$ cat src/rtl/adc_scan_pkg.sv
package adc_scan_pkg;

    localparam int NCH_DEFAULT  = 8;
    localparam int RES_DEFAULT  = 10;
    localparam int RES_MIN      = 2;
    localparam int RES_FIELD_W  = 4;
    localparam int ADDR_W_DEF   = 5;
    localparam int DATA_W_DEF   = 32;

    // Register word addresses
    localparam int ADR_CTRL     = 0;
    localparam int ADR_START    = 1;
    localparam int ADR_MATCH    = 2;
    localparam int ADR_THR_BASE = 8;
    localparam int ADR_RES_BASE = 16;

    // CTRL field positions
    localparam int CTRL_RES_LSB = 8;
    localparam int CTRL_REP_BIT = 12;
    localparam int CTRL_SRC_LSB = 16;
    localparam int CTRL_PD_BIT  = 20;
    localparam int RES_LT_BIT   = 16;

    typedef enum logic [2:0] {
        TRG_SOFT  = 3'd0,
        TRG_PIN   = 3'd1,
        TRG_TIMER = 3'd2,
        TRG_PWM   = 3'd3,
        TRG_PEER  = 3'd4
    } trig_src_e;

    typedef enum logic [0:0] {
        SQ_IDLE = 1'b0,
        SQ_CONV = 1'b1
    } seq_state_e;

    typedef struct packed {
        logic                   pd;
        trig_src_e              src;
        logic                   repeat_en;
        logic [RES_FIELD_W-1:0] res;
    } scan_cfg_t;

    function automatic logic [RES_FIELD_W-1:0] clamp_res(
        input logic [RES_FIELD_W-1:0] r, input int rmax);
        if (int'(r) < RES_MIN) return RES_FIELD_W'(RES_MIN);
        if (int'(r) > rmax)    return RES_FIELD_W'(rmax);
        return r;
    endfunction

endpackage

$ cat src/rtl/adc_trig_sel.sv
module adc_trig_sel
    import adc_scan_pkg::*;
(
    input  logic      clk,
    input  logic      rst,
    input  trig_src_e src,
    input  logic      pin_line,
    input  logic      tmr_line,
    input  logic      pwm_line,
    input  logic      peer_line,
    output logic      evt
);
    localparam int NLINE = 4;

    logic [NLINE-1:0] lines, prev_q, rise;
    logic             pick;

    assign lines = {peer_line, pwm_line, tmr_line, pin_line};
    assign rise  = lines & ~prev_q;

    always_comb begin
        case (src)
            TRG_PIN:   pick = rise[0];
            TRG_TIMER: pick = rise[1];
            TRG_PWM:   pick = rise[2];
            TRG_PEER:  pick = rise[3];
            default:   pick = 1'b0;
        endcase
    end

    always_ff @(posedge clk) begin
        if (rst) begin
            prev_q <= '0;
            evt    <= 1'b0;
        end else begin
            prev_q <= lines;
            evt    <= pick;
        end
    end
endmodule

$ cat src/rtl/adc_sar_engine.sv
module adc_sar_engine
    import adc_scan_pkg::*;
#(
    parameter int RES_MAX = RES_DEFAULT
) (
    input  logic                   clk,
    input  logic                   rst,
    input  logic                   go,
    input  logic                   abort,
    input  logic [RES_FIELD_W-1:0] res_bits,
    input  logic                   comp_in,
    output logic [RES_MAX-1:0]     dac_code,
    output logic                   done,
    output logic [RES_MAX-1:0]     result
);
    localparam int IDX_W = $clog2(RES_MAX);
    localparam logic [RES_MAX-1:0] ONE = RES_MAX'(1);

    logic             active;
    logic [IDX_W-1:0] idx_q, stop_q;
    logic [RES_MAX-1:0] kept;

    // Drop the current trial bit if the input is below the trial level
    assign kept = comp_in ? dac_code : (dac_code & ~(ONE << idx_q));

    always_ff @(posedge clk) begin
        if (rst) begin
            active   <= 1'b0;
            dac_code <= '0;
            idx_q    <= '0;
            stop_q   <= '0;
            done     <= 1'b0;
            result   <= '0;
        end else begin
            done <= 1'b0;
            if (abort) begin
                active   <= 1'b0;
                dac_code <= '0;
            end else if (go) begin
                active   <= 1'b1;
                dac_code <= ONE << (RES_MAX - 1);
                idx_q    <= IDX_W'(RES_MAX - 1);
                stop_q   <= IDX_W'(RES_MAX - int'(res_bits));
            end else if (active) begin
                if (idx_q == stop_q) begin
                    result   <= kept;
                    done     <= 1'b1;
                    active   <= 1'b0;
                    dac_code <= '0;
                end else begin
                    dac_code <= kept | (ONE << (idx_q - 1'b1));
                    idx_q    <= idx_q - 1'b1;
                end
            end
        end
    end
endmodule

$ cat src/rtl/adc_ch_finder.sv
module adc_ch_finder #(
    parameter int NUM_CH = 8,
    localparam int CH_W  = $clog2(NUM_CH)
) (
    input  logic [NUM_CH-1:0] mask,
    input  logic [CH_W-1:0]   cur,
    output logic              first_vld,
    output logic [CH_W-1:0]   first_idx,
    output logic              next_vld,
    output logic [CH_W-1:0]   next_idx
);
    always_comb begin
        first_vld = 1'b0;
        first_idx = '0;
        next_vld  = 1'b0;
        next_idx  = '0;
        for (int i = NUM_CH - 1; i >= 0; i--) begin
            if (mask[i]) begin
                first_vld = 1'b1;
                first_idx = CH_W'(i);
                if (i > int'(cur)) begin
                    next_vld = 1'b1;
                    next_idx = CH_W'(i);
                end
            end
        end
    end
endmodule

$ cat src/rtl/adc_scan_seq.sv
module adc_scan_seq
    import adc_scan_pkg::*;
#(
    parameter int NUM_CH = NCH_DEFAULT,
    localparam int CH_W  = $clog2(NUM_CH)
) (
    input  logic              clk,
    input  logic              rst,
    input  logic              start,
    input  logic              pd,
    input  logic              repeat_en,
    input  logic [NUM_CH-1:0] mask,
    input  logic              eng_done,
    output logic              go,
    output logic [CH_W-1:0]   ch,
    output logic              busy,
    output logic              conv_wr,
    output logic              scan_end,
    output logic              scan_done
);
    seq_state_e      state_q;
    logic            first_vld, next_vld;
    logic [CH_W-1:0] first_idx, next_idx;

    adc_ch_finder #(.NUM_CH(NUM_CH)) finder_i (
        .mask      (mask),
        .cur       (ch),
        .first_vld (first_vld),
        .first_idx (first_idx),
        .next_vld  (next_vld),
        .next_idx  (next_idx)
    );

    assign busy     = (state_q == SQ_CONV);
    assign conv_wr  = busy && eng_done && !pd;
    assign scan_end = conv_wr && !next_vld;

    always_ff @(posedge clk) begin
        if (rst) begin
            state_q   <= SQ_IDLE;
            ch        <= '0;
            go        <= 1'b0;
            scan_done <= 1'b0;
        end else begin
            go        <= 1'b0;
            scan_done <= scan_end;
            case (state_q)
                SQ_IDLE: begin
                    if (start && !pd && first_vld) begin
                        ch      <= first_idx;
                        go      <= 1'b1;
                        state_q <= SQ_CONV;
                    end
                end
                default: begin
                    if (pd) begin
                        state_q <= SQ_IDLE;
                    end else if (eng_done) begin
                        if (next_vld) begin
                            ch <= next_idx;
                            go <= 1'b1;
                        end else if (repeat_en && first_vld) begin
                            ch <= first_idx;
                            go <= 1'b1;
                        end else begin
                            state_q <= SQ_IDLE;
                        end
                    end
                end
            endcase
        end
    end
endmodule

$ cat src/rtl/adc_result_bank.sv
module adc_result_bank #(
    parameter int NUM_CH  = 8,
    parameter int RES_MAX = 10,
    localparam int CH_W   = $clog2(NUM_CH)
) (
    input  logic                            clk,
    input  logic                            rst,
    input  logic                            thr_we,
    input  logic [CH_W-1:0]                 thr_idx,
    input  logic [RES_MAX-1:0]              thr_val,
    input  logic                            conv_wr,
    input  logic [CH_W-1:0]                 conv_ch,
    input  logic [RES_MAX-1:0]              conv_val,
    input  logic                            scan_end,
    input  logic                            abort,
    input  logic [NUM_CH-1:0]               clr_mask,
    output logic [NUM_CH-1:0][RES_MAX-1:0]  results,
    output logic [NUM_CH-1:0][RES_MAX-1:0]  thresholds,
    output logic [NUM_CH-1:0]               lt_flags,
    output logic [NUM_CH-1:0]               match_sts
);
    logic [NUM_CH-1:0] pend_q, pend_set;

    for (genvar g = 0; g < NUM_CH; g++) begin : g_chan
        logic hit;
        assign hit         = conv_wr && (conv_ch == CH_W'(g));
        assign pend_set[g] = hit && (conv_val >= thresholds[g]);

        always_ff @(posedge clk) begin
            if (rst) begin
                results[g]    <= '0;
                thresholds[g] <= '0;
                lt_flags[g]   <= 1'b0;
            end else begin
                if (thr_we && thr_idx == CH_W'(g)) thresholds[g] <= thr_val;
                if (hit) begin
                    results[g]  <= conv_val;
                    lt_flags[g] <= (conv_val < thresholds[g]);
                end
            end
        end
    end

    always_ff @(posedge clk) begin
        if (rst) begin
            pend_q    <= '0;
            match_sts <= '0;
        end else begin
            pend_q    <= (scan_end || abort) ? '0 : (pend_q | pend_set);
            match_sts <= (match_sts & ~clr_mask) | (scan_end ? (pend_q | pend_set) : '0);
        end
    end
endmodule

$ cat src/rtl/adc_scan_ctrl.sv
module adc_scan_ctrl
    import adc_scan_pkg::*;
#(
    parameter int NUM_CH  = NCH_DEFAULT,
    parameter int RES_MAX = RES_DEFAULT,
    parameter int ADDR_W  = ADDR_W_DEF,
    parameter int DATA_W  = DATA_W_DEF,
    localparam int CH_W   = $clog2(NUM_CH)
) (
    input  logic               clk,
    input  logic               rst,
    input  logic               wr_en,
    input  logic [ADDR_W-1:0]  wr_addr,
    input  logic [DATA_W-1:0]  wr_data,
    input  logic [ADDR_W-1:0]  rd_addr,
    output logic [DATA_W-1:0]  rd_data,
    input  logic               ext_start,
    input  logic               timer_evt,
    input  logic               pwm_sync,
    input  logic               peer_eos,
    input  logic               comp_in,
    output logic [CH_W-1:0]    ch_sel,
    output logic [RES_MAX-1:0] dac_code,
    output logic               scan_done,
    output logic               busy
);
    scan_cfg_t                          cfg_q;
    logic [NUM_CH-1:0]                  mask_q;
    logic                               pd_w, sw_start, trig_evt, start_req;
    logic                               go, eng_done, conv_wr, scan_end;
    logic [RES_MAX-1:0]                 eng_result;
    logic                               thr_we;
    logic [CH_W-1:0]                    thr_idx;
    logic [NUM_CH-1:0]                  clr_mask;
    logic [NUM_CH-1:0][RES_MAX-1:0]     results, thresholds;
    logic [NUM_CH-1:0]                  lt_flags, match_sts;
    logic                               unused_wdata;

    assign unused_wdata = ^wr_data;
    assign pd_w      = cfg_q.pd;
    assign sw_start  = wr_en && (wr_addr == ADDR_W'(ADR_START)) && wr_data[0];
    assign start_req = sw_start || trig_evt;
    assign clr_mask  = (wr_en && wr_addr == ADDR_W'(ADR_MATCH)) ? wr_data[NUM_CH-1:0] : '0;

    always_ff @(posedge clk) begin
        if (rst) begin
            cfg_q  <= '0;
            mask_q <= '0;
        end else if (wr_en && wr_addr == ADDR_W'(ADR_CTRL)) begin
            mask_q          <= wr_data[NUM_CH-1:0];
            cfg_q.res       <= wr_data[CTRL_RES_LSB +: RES_FIELD_W];
            cfg_q.repeat_en <= wr_data[CTRL_REP_BIT];
            cfg_q.src       <= trig_src_e'(wr_data[CTRL_SRC_LSB +: 3]);
            cfg_q.pd        <= wr_data[CTRL_PD_BIT];
        end
    end

    always_comb begin
        thr_we  = 1'b0;
        thr_idx = '0;
        for (int i = 0; i < NUM_CH; i++) begin
            if (wr_en && wr_addr == ADDR_W'(ADR_THR_BASE + i)) begin
                thr_we  = 1'b1;
                thr_idx = CH_W'(i);
            end
        end
    end

    adc_trig_sel trig_i (
        .clk       (clk),
        .rst       (rst),
        .src       (cfg_q.src),
        .pin_line  (ext_start),
        .tmr_line  (timer_evt),
        .pwm_line  (pwm_sync),
        .peer_line (peer_eos),
        .evt       (trig_evt)
    );

    adc_scan_seq #(.NUM_CH(NUM_CH)) seq_i (
        .clk       (clk),
        .rst       (rst),
        .start     (start_req),
        .pd        (pd_w),
        .repeat_en (cfg_q.repeat_en),
        .mask      (mask_q),
        .eng_done  (eng_done),
        .go        (go),
        .ch        (ch_sel),
        .busy      (busy),
        .conv_wr   (conv_wr),
        .scan_end  (scan_end),
        .scan_done (scan_done)
    );

    adc_sar_engine #(.RES_MAX(RES_MAX)) sar_i (
        .clk      (clk),
        .rst      (rst),
        .go       (go),
        .abort    (pd_w),
        .res_bits (clamp_res(cfg_q.res, RES_MAX)),
        .comp_in  (comp_in),
        .dac_code (dac_code),
        .done     (eng_done),
        .result   (eng_result)
    );

    adc_result_bank #(.NUM_CH(NUM_CH), .RES_MAX(RES_MAX)) bank_i (
        .clk        (clk),
        .rst        (rst),
        .thr_we     (thr_we),
        .thr_idx    (thr_idx),
        .thr_val    (wr_data[RES_MAX-1:0]),
        .conv_wr    (conv_wr),
        .conv_ch    (ch_sel),
        .conv_val   (eng_result),
        .scan_end   (scan_end),
        .abort      (pd_w),
        .clr_mask   (clr_mask),
        .results    (results),
        .thresholds (thresholds),
        .lt_flags   (lt_flags),
        .match_sts  (match_sts)
    );

    always_comb begin
        rd_data = '0;
        if (rd_addr == ADDR_W'(ADR_CTRL)) begin
            rd_data[NUM_CH-1:0]                  = mask_q;
            rd_data[CTRL_RES_LSB +: RES_FIELD_W] = cfg_q.res;
            rd_data[CTRL_REP_BIT]                = cfg_q.repeat_en;
            rd_data[CTRL_SRC_LSB +: 3]           = cfg_q.src;
            rd_data[CTRL_PD_BIT]                 = cfg_q.pd;
        end else if (rd_addr == ADDR_W'(ADR_MATCH)) begin
            rd_data[NUM_CH-1:0] = match_sts;
        end
        for (int i = 0; i < NUM_CH; i++) begin
            if (rd_addr == ADDR_W'(ADR_THR_BASE + i)) begin
                rd_data[RES_MAX-1:0] = thresholds[i];
            end
            if (rd_addr == ADDR_W'(ADR_RES_BASE + i)) begin
                rd_data[RES_MAX-1:0] = results[i];
                rd_data[RES_LT_BIT]  = lt_flags[i];
            end
        end
    end
endmodule

$ cat config.mk
export PLATFORM = sky130hd
export DESIGN_NAME = adc_scan_ctrl
export DESIGN_NICKNAME = d
export VERILOG_FILES = /design/src/rtl/adc_scan_pkg.sv /design/src/rtl/adc_trig_sel.sv /design/src/rtl/adc_sar_engine.sv /design/src/rtl/adc_ch_finder.sv /design/src/rtl/adc_scan_seq.sv /design/src/rtl/adc_result_bank.sv /design/src/rtl/adc_scan_ctrl.sv
export SDC_FILE = /design/constraint.sdc
export NUM_CORES = 1
export LEC_CHECK = 0
export BUFFER_PORTS_ARGS = -buffer_cell sky130_fd_sc_hd__buf_4
export CAP_MARGIN = 0
export CORE_ASPECT_RATIO = 0.75
export CORE_MARGIN = 2
export CORE_UTILIZATION = 30
export CTS_CLUSTER_DIAMETER = 200
export DETAILED_ROUTE_END_ITERATION = 12
export MAX_ROUTING_LAYER = met4
export PLACE_DENSITY = 0.5
export SYNTH_ARGS = -nofsm -noshare
export SYNTH_HDL_FRONTEND = slang
export SYNTH_SLANG_ARGS = --single-unit
$ cat constraint.sdc
create_clock -name clk -period 1.7 [get_ports clk]
set_input_delay 0.085 -clock clk [delete_from_list [all_inputs] [get_ports clk]]
set_output_delay 0.085 -clock clk [all_outputs]
set_load 0.02 [all_outputs]
# [Word-level counts from Yosys, hierarchy flattened]
# Index checks and enable logic that the tools add are counted.
[totals] reg_bits=242 inputBits=50 output_inout_bits=47 wordCells=319
[op_classes] n_addsub=2 magnitude_cmp=25 n_eq_ne=50 shifts=2 mux=124 n_bitwise=12 reduce_logical=60
[ops] cell="10-bit two-way mux" count=20
[ops] cell="3-bit two-way mux" count=35
[ops] cell="5-bit by 4-bit == test with 1-bit output (second input constant)" count=16
[ops] cell="10-bit greater-or-equal comparator" count=8
[ops] cell="10-bit less-than comparator" count=8
[ops] cell="1-bit two-way mux" count=56
[ops] cell="1-bit logical AND" count=42
[ops] cell="5-bit == test (second input constant)" count=8
[ops] cell="8-bit two-way mux" count=4
[ops] cell="4-bit two-way mux" count=7
[ops] cell="3-bit == test (second input constant)" count=9
[ops] cell="1-bit by 4-bit left shift with 10-bit output (first input constant)" count=2
[ops] cell="3-bit by 2-bit == test with 1-bit output (second input constant)" count=6
[ops] cell="8-bit bitwise OR" count=2
[ops] cell="3-bit > comparator (first input constant)" count=4
[ops] cell="10-bit AND" count=1
[ops] cell="5-bit by 2-bit == test with 1-bit output (second input constant)" count=2
[ops] cell="5-bit logical NOT" count=2
[ops] cell="10-bit NOT" count=1
[ops] cell="10-bit bitwise OR" count=1
[ops] cell="3-bit by 1-bit == test with 1-bit output (second input constant)" count=3
[ops] cell="8-bit AND" count=1
[ops] cell="8-bit NOT" count=1
[ops] cell="4-bit AND reduction" count=2
[ops] cell="25 further kinds" count=34

# [Longest topological paths before layout]
# Gate-level depths: netlist of run 1.
[logic_depth] word_depth=19 depth_mapped=9 mapped_depth_nobuf=8

# [Hierarchy]
# Synthesis of run 1 repeated with hierarchy kept, for this count alone.
[unflattened] cells_unflattened=1914 hier_area_um2=14410.1
[modules_own_cells] mod="adc_result_bank" instances=1 cells_each=1144 area_per_inst_um2=8782.2 seq_area_each_um2=3683.5
[modules_own_cells] mod="adc_scan_ctrl" instances=1 cells_each=484 area_per_inst_um2=3103.0 seq_area_each_um2=340.3
[modules_own_cells] mod="adc_sar_engine" instances=1 cells_each=194 area_per_inst_um2=1764.2 seq_area_each_um2=600.6
[modules_own_cells] mod="adc_ch_finder" instances=1 cells_each=45 area_per_inst_um2=290.3 seq_area_each_um2=0.0
[modules_own_cells] mod="adc_scan_seq" instances=1 cells_each=29 area_per_inst_um2=277.8 seq_area_each_um2=120.1
[modules_own_cells] mod="adc_trig_sel" instances=1 cells_each=18 area_per_inst_um2=192.7 seq_area_each_um2=100.1

# [Least setup slack after synthesis of run 1]
# No wires, ideal clock.
[synth_timing] path_type="flip-flop to flip-flop" startpoint="register seq_i.state_q, in the netlist seq_i.busy" endpoint="register bank_i.results[19] in the netlist's numbering" setup_ns=0.128 arrival_time_ns=1.736 t_required_ns=1.572 setup_slack_ns=-0.164 path_stages_with_launch=9 n_path_buf=3 synth_period_minus_slack_ns=1.864 path_cell_list="dfxtp_1 > buf_2 > nor2b_1 > nand2_1 > or3_1 > buf_2 > buf_2 > mux2i_1 > nor2_1"
[synth_between] elab_chain_cells=3
[synth_lines] item="start, declared" line="adc_scan_seq.sv:21" source="seq_state_e state_q;"
[synth_lines] item="start signal, assigned" line="adc_scan_seq.sv:40" source="state_q <= SQ_IDLE;"
[synth_lines] item="start signal, assigned" line="adc_scan_seq.sv:52" source="state_q <= SQ_CONV;"
[synth_lines] item="start signal, assigned" line="adc_scan_seq.sv:57" source="state_q <= SQ_IDLE;"
[synth_lines] item="1-bit logical AND (2 in a row)" line="adc_scan_seq.sv:35" source="assign conv_wr = busy && eng_done && !pd;"
[synth_lines] item="1-bit logical AND" line="adc_result_bank.sv:26" source="assign hit = conv_wr && (conv_ch == CH_W'(g));"
[synth_lines] item="end signal, assigned by index" line="adc_result_bank.sv:37" source="results[g] <= conv_val;"
[synth_lines] item="end, declared" line="adc_result_bank.sv:17" source="output logic [NUM_CH-1:0][RES_MAX-1:0] results,"
# Every way passes these cells.
# A chain may end at the register's enable or synchronous reset.

# [Worst setup path in the final report of run 1]
[layout_timing] startpoint="register bank_i.thresholds[21] in the netlist's numbering" endpoint="output port rd_data[1]"
[layout_between] elab_chain_cells=12
[layout_lines] item="start, declared" line="adc_result_bank.sv:18" source="output logic [NUM_CH-1:0][RES_MAX-1:0] thresholds,"
[layout_lines] item="start signal, assigned by index" line="adc_result_bank.sv:35" source="if (thr_we && thr_idx == CH_W'(g)) thresholds[g] <= thr_val;"
[layout_lines] item="10-bit two-way mux" line="adc_scan_ctrl.sv:138" source="if (rd_addr == ADDR_W'(ADR_THR_BASE + i)) begin"
[layout_lines] item="10-bit two-way mux" line="adc_scan_ctrl.sv:141" source="if (rd_addr == ADDR_W'(ADR_RES_BASE + i)) begin"
[layout_lines] item="10-bit two-way mux" line="adc_scan_ctrl.sv:138"
[layout_lines] item="10-bit two-way mux" line="adc_scan_ctrl.sv:141"
[layout_lines] item="10-bit two-way mux" line="adc_scan_ctrl.sv:138"
[layout_lines] item="10-bit two-way mux" line="adc_scan_ctrl.sv:141"
[layout_lines] item="10-bit two-way mux" line="adc_scan_ctrl.sv:138"
[layout_lines] item="10-bit two-way mux" line="adc_scan_ctrl.sv:141"
[layout_lines] item="10-bit two-way mux" line="adc_scan_ctrl.sv:138"
[layout_lines] item="10-bit two-way mux" line="adc_scan_ctrl.sv:141"
[layout_lines] item="10-bit two-way mux" line="adc_scan_ctrl.sv:138"
[layout_lines] item="10-bit two-way mux" line="adc_scan_ctrl.sv:141"
[layout_lines] item="end, declared" line="adc_scan_ctrl.sv:16" source="output logic [DATA_W-1:0] rd_data,"
# Every way passes these cells.

==> results.cfg, run 1 <==
[synth]
yosys_register_bits = 242
synthArstFlopShare_pct = 0
syn_inst = 1686
synthSimpleGateAreaFrac_pct = 20.0
yosysWarningCount = 0
synth_top_family_by_area = simple AND/OR/NAND/NOR gates
synth_compound_area_share_pct = 19.0
synth_cell_types = 79
syn-cell-area_mm2 = 0.0136
muxShareOfSynthArea_pct = 9.64
synth-xor-area-share_pct = 0.451
avgSynthCellArea_um2 = 8.07
ys.flop_type = dfxtp_1
yosys.area_share.adder_pct = 8.00
seq_area_frac_synth_pct = 35.6
synth_enable_flop_cells = 0

[clock_network]
clock_latency_ns = 0.57
cts_tree = yes
clk_pin_slew_ns = 0.06
clockBufferDepth = 3
htreeDepth = 1
cts-root-buf = clkbuf_16
clock-sinks = 242
cts_made_buffers = 27

[outcome]
violations = negative setup slack
status = finished with violations

[sta]
relSlewSlack_pct = 65.2
finalSetupViolations = 37
rsz0062_at_grt = yes
fmax_ghz = 0.418
finalCriticalPeriod_ns = 2.39
worst_slack_ns = -0.692
skew_ns = 0.0233
worst_slew_pin_slew_ns = 0.522
finalMaxSlewViolations = 0
hold_viol = 0
final_min_period_over_clock_period_pct = 141

[final_layout]
instances_no_fill = 2685
fillers = 4371
seq_area_mm2 = 0.00493
layout.nets = 2215
syn2layout_area_growth_pct = 50.2
drive_gt1_share_pct = 36.4
postLayoutCellArea_mm2 = 0.0204
multi_input_area_mm2 = 0.00927

[floorplan]
die_x_um = 250
dieArea_mm2 = 0.0471
fp.dieH_um = 188
start_util_pct = 30.5
ioPinCount = 97
fp-row-count = 67
design.core.area_mm2 = 0.0447

[setup_path]
max_stage_delay_ns = 0.48
critPathMaxFanout = 2
cp.required_ns = 1.62
critPathBufInv = 3
crit_path_start_kind = flop
worst_setup_path_end_kind = output port
cp_slowest_cell = or4_4
worst_ep_arrival_time_ns = 2.31
path_delay_family = simple AND/OR/NAND/NOR gates
path_cells = inv_4, or4_4, o21ai_2, nor4_2, nor3_2, buf_4, a221o_1, buf_6
path_class = reg -> out

[global_route]
grt_max_degree = 82
grtUsageMet3_pct = 5.53
overflow = 0
met1_usage_pct = 36.4
grt.busiest_layer = met2
first_global_vias = 13654
antenna_found_initial = 1
grt_use_total_pct = 25.9
grt_pass1_wl_um = 88500
grt_use_met2_pct = 37.9

[placed_design]
numPlacedInstances = 2556
port_buffers = 66
globalplace.congestion = 0.969
dp_hpwl_um = 45000
placed_cell_area_mm2 = 0.0171

[power_and_ir_drop]
p_leak_uw = 0.00858
irDropWorstVdd_uv = 638
p_per_area_mw_per_mm2 = 638

[hold_path]
hp-class = in -> reg

[route]
vias = 14160
ant_nets = 0
drt_first_pass_iters = 6
drt-total-wl_um = 60800
drc = 0
drt_iter0_markers = 1198
vias_per_cell = 5.27
post_drt_wl_per_cell_um = 22.6

[job]
max_cap_violations = 0
-- cells by family after synthesis --
| logic type | after synthesis |
|---|---|
| xor gates and xnor gates | 7 |
| buffers and inverters | 225 |
| and+or+nand+nor | 588 |
| AOI/OAI and AO/OA | 405 |
| muxes | 131 |
| DFF | 242 |
| adders and majority gates | 87 |
| other | 1 |
-- cell usage after synthesis (9+ instances only) --
cell      instances  area (um^2)
buf_2            41          205
clkbuf_1         62          233
nand3b_1          9         67.6
o22ai_1          26          163
a21boi_0         10         75.1
inv_1            93          349
nor3_1           26          130
dfxtp_1         242         4840
and2_1           13         81.3
ha_1             87         1090
a211oi_1         13         97.6
nand3_1          25          125
o21bai_1         11         82.6
nor2_1          213          800
a31oi_1          13         81.3
nor2b_1          23          144
a22oi_1          12         90.1
buf_4            18          135
a21o_1           11         82.6
a21oi_1         161          806
o221ai_1         10         87.6
o21ai_0          49          245
nand2b_1         21          131
o21ai_1          10         50.1
and3_1           24          150
nand2_1         180          676
mux2i_1         131         1310
-- path summary, 6_finish.rpt --
path         slack (ns)             startpoint                    end  cells after the start
max               -0.69  bank_i.thresholds[21]             rd_data[1]                      8
min                0.03             wr_addr[4]              mask_q[1]                      5
max reg2reg       -0.22        sar_i.result[2]    bank_i.match_sts[7]                      8
min reg2reg        0.46  bank_i.thresholds[19]  bank_i.thresholds[19]                      2
-- report_power, final --
group | total [uW] | switching, uW | internal, uW
Sequential | 5680 | 16.6 | 5670
Clock | 6000 | 2590 | 3410
Combinational | 1360 | 808 | 550
Total | 13000 | 3410 | 9620
-- metrics by stage --
stage | total power [uW] | utilization, % | TNS [ns] | hold slack, ns | worst slack (ns)
after floorplan | 6410 | - | -0.0849 | 0.213 | -0.0336
after global placement | 6980 | 38.3 | -16.82 | 0.304 | -0.634
after detailed placement | 6980 | 38.3 | -17.42 | 0.313 | -0.610
after CTS | 13100 | 44.1 | -8.51 | 0.0135 | -0.708
after global routing | 13500 | 45.7 | -11.71 | 0.0495 | -0.781
final | 13000 | 45.7 | -8.92 | 0.0326 | -0.692
-- cells in the final DEF (no fill, tap or decap), types with 28 or more instances in the layout --
| cell type | Yosys | layout |
|---|---|---|
| buf_4 | 18 | 377 |
| nor2_1 | 213 | 202 |
| dfxtp_1 | 242 | 201 |
| nand2_1 | 180 | 173 |
| a21oi_1 | 161 | 132 |
| mux2i_1 | 131 | 129 |
| inv_1 | 93 | 88 |
| ha_1 | 87 | 49 |
| buf_6 | 4 | 37 |
| ha_4 | 0 | 36 |
| dlygate4sd3_1 | 0 | 30 |
| clkbuf_16 | 0 | 28 |
| buf_12 | 0 | 28 |
-- state kept, by name, indices dropped and copies added (netlist names), 8 cells and up --
register / count
bank_i.lt_flags: 8
bank_i.match_sts: 8
bank_i.pend_q: 8
bank_i.results: 80
bank_i.thresholds: 80
cfg_q: 8
mask_q: 8
sar_i.dac_code: 10
sar_i.result: 10
-- per-layer routing --
metal	share of wire, %	up-vias
met5	0	-
met4	2.5	0
met3	7.9	87
met2	42	460
met1	47	6930
li1	-	6683
-- cell type report --
class	instances	area share [%]
diodes	1	0.0122
clock buffers	37	3.88
clock inverters	12	0.465
inverters	94	1.75
multi-input cells	1233	45.4
flip-flops and latches	242	24.1
well taps	586	3.59
repair buffers	480	20.8
-- timing repair --
item                                   4_1_cts  5_1_grt
setup endpoints to repair                   84      135
gates resized for setup                    239      120
endpoints found under the hold margin      114        0
buffers inserted                            36       15
cloned                                       1        1
hold buffers                                30        0
pin swaps                                   83       85
-- worst register-to-register path, cell delays in order (launching register included) --
cell     delay, ns
dfxtp_4       0.45
buf_12        0.14
ha_2          0.25
and4_1        0.20
o21ai_1       0.08
a31oi_1       0.11
o31a_1        0.33
nor2_4        0.17
o21ai_1       0.08
No activity file was read; power rests on OpenSTA's default activity.
==> inputs of run 2 (changes only) <==
--- a/config.mk
+++ b/config.mk
@@ -8,7 +8,7 @@
 export BUFFER_PORTS_ARGS = -buffer_cell sky130_fd_sc_hd__buf_4
 export CAP_MARGIN = 0
 export CORE_ASPECT_RATIO = 0.75
-export CORE_MARGIN = 2
+export CORE_MARGIN = 10
 export CORE_UTILIZATION = 30
 export CTS_CLUSTER_DIAMETER = 200
 export DETAILED_ROUTE_END_ITERATION = 12
==> results.cfg, run 2 (synthesis gave the netlist of run 1 again) <==
[clock_network]
htreeDepth = 1
clockBufferDepth = 3
clock_latency_ns = 0.57
cts_made_buffers = 27
clock-sinks = 242
cts_tree = yes
cts-root-buf = clkbuf_16
clk_pin_slew_ns = 0.06

[outcome]
status = finished with violations
violations = negative setup slack

[sta]
rsz0062_at_grt = yes
worst_slew_pin_slew_ns = 0.699
fmax_ghz = 0.418
skew_ns = 0.0240
worst_slack_ns = -0.690
finalMaxSlewViolations = 0
relSlewSlack_pct = 52.9
final_min_period_over_clock_period_pct = 141
finalSetupViolations = 40
finalCriticalPeriod_ns = 2.39
hold_viol = 0

[final_layout]
layout_common_cells = 382 x buf_4, 203 x dfxtp_1, 195 x nor2_1
drive_gt1_share_pct = 37.3
postLayoutCellArea_mm2 = 0.0208
layout.nets = 2226
fillers = 4375
reg_top3 = bank_i.results: 80 flops, bank_i.thresholds: 80 flops
layout_commonest_cell = buf_4
syn2layout_area_growth_pct = 52.5

[setup_path]
path_class = reg -> out
crit_path_start_kind = flop
cp_common_cell = buf_6
r2r-end = bank_i.match_sts[2]
worst_ep_arrival_time_ns = 2.31
max_stage_delay_ns = 0.41
r2r_cells = 9
critPathMaxFanout = 2
reg2reg_setup_slack_ns = -0.21
cp_slowest_cell = a221oi_4
cp.required_ns = 1.62
r2r_start = sar_i.result[5]
path_cells = buf_6, a222oi_1, o21ai_1, a221oi_4, buf_4, o21ai_4, buf_6
worst_setup_path_end_kind = output port

[floorplan]
design.core.area_mm2 = 0.0448
ioPinCount = 97
start_util_pct = 30.4
die_x_um = 266
fp.dieH_um = 204
dieArea_mm2 = 0.0544
fp-row-count = 67

[placed_design]
placed_cell_area_mm2 = 0.0173
port_buffers = 66
pre_cts_ws_ns = -0.918
dp_hpwl_um = 46500
globalplace.congestion = 1.02

[job]
max_cap_violations = 0

[hold_path]
hp-class = in -> reg
min_path_cells = 4
min_to = mask_q[0]
worstHoldStart = wr_data[0]

[route]
vias_per_cell = 5.31
drt_iter0_markers = 1331
post_drt_wl_per_cell_um = 23.6
ant_nets = 0
vias = 14334
drt-total-wl_um = 63600
drt_first_pass_iters = 5
drc = 0

[global_route]
antenna_found_initial = 2
overflow = 0
grt_use_total_pct = 23.0
first_global_vias = 13689
grt_pass1_wl_um = 91200
grt_max_degree = 77

[power_and_ir_drop]
irDropWorstVdd_uv = 659
p_per_area_mw_per_mm2 = 652
p_leak_uw = 0.00869
run 2: power breakdown:
part | switching (uW) | leakage, uW | total, uW | internal, uW
registers | 16.2 | 0.00197 | 5690 | 5670
clock network | 2590 | 0.000469 | 6430 | 3840
logic | 830 | 0.00625 | 1410 | 577
total | 3440 | 0.00869 | 13500 | 10100
run 2: worst max path at each step:
stage | slack, ns | to | cells after the start | startpoint
detailed placement | -0.92 | rd_data[5] | 13 | rd_addr[4]
CTS | -0.72 | rd_data[5] | 7 | bank_i.thresholds[35]
global placement | -0.92 | rd_data[5] | 13 | rd_addr[4]
floorplan | -0.03 | bank_i.match_sts[1] | 7 | sar_i.result[5]
finish | -0.69 | rd_data[5] | 7 | bank_i.thresholds[35]
global route | -0.68 | rd_data[5] | 7 | bank_i.thresholds[35]
run 2: what timing repair did:
item                       CTS  global route
setup endpoints to repair   73           100
hold endpoints to repair   101             0
gates cloned                 1             3
buffers inserted            32            20
hold buffers                24             0
resized for setup          242           132
pin swaps                   94            78
run 2: layer usage:
layer | share of wire, % | up-vias | global-route usage (%)
li1 | - | 6701 | -
met1 | 47 | 7022 | 31.5
met2 | 42 | 511 | 33.0
met3 | 8.0 | 100 | 5.83
met4 | 3.1 | 0 | 6.27
met5 | 0 | - | -
run 2: through the flow:
stage               total power, uW  utilization [%]  hold slack [ns]  std cells  setup TNS, ns
floorplan                      6410                -            0.213       1700        -0.0849
global placement               7030             38.7            0.305       2571         -14.85
detailed placement             7020             38.7            0.313       2571         -15.26
CTS                           13600             44.4          0.00322       2673          -8.08
global route                  13900             46.4           0.0344       2697         -10.27
finish                        13500             46.4           0.0339       2697          -7.98
run 2: critical path: cells and delay by family, from the launching register on:
kind / cells / cell delay [ns]
compound gates: 4 / 0.97
buf+inv: 3 / 0.44
flops: 1 / 0.32
run 2: cell type report:
| cell class | count | area (um^2) | share of cell area, % |
|---|---|---|---|
| Antenna cell | 2 | 5.00 | 0.0241 |
| Clock inverter | 5 | 100 | 0.482 |
| Inverter | 94 | 358 | 1.72 |
| Tap cell | 586 | 733 | 3.53 |
| Sequential cell | 242 | 4930 | 23.7 |
| Multi-Input combinational cell | 1233 | 9340 | 45.0 |
| Clock buffer | 44 | 850 | 4.09 |
| Timing Repair Buffer | 491 | 4440 | 21.4 |
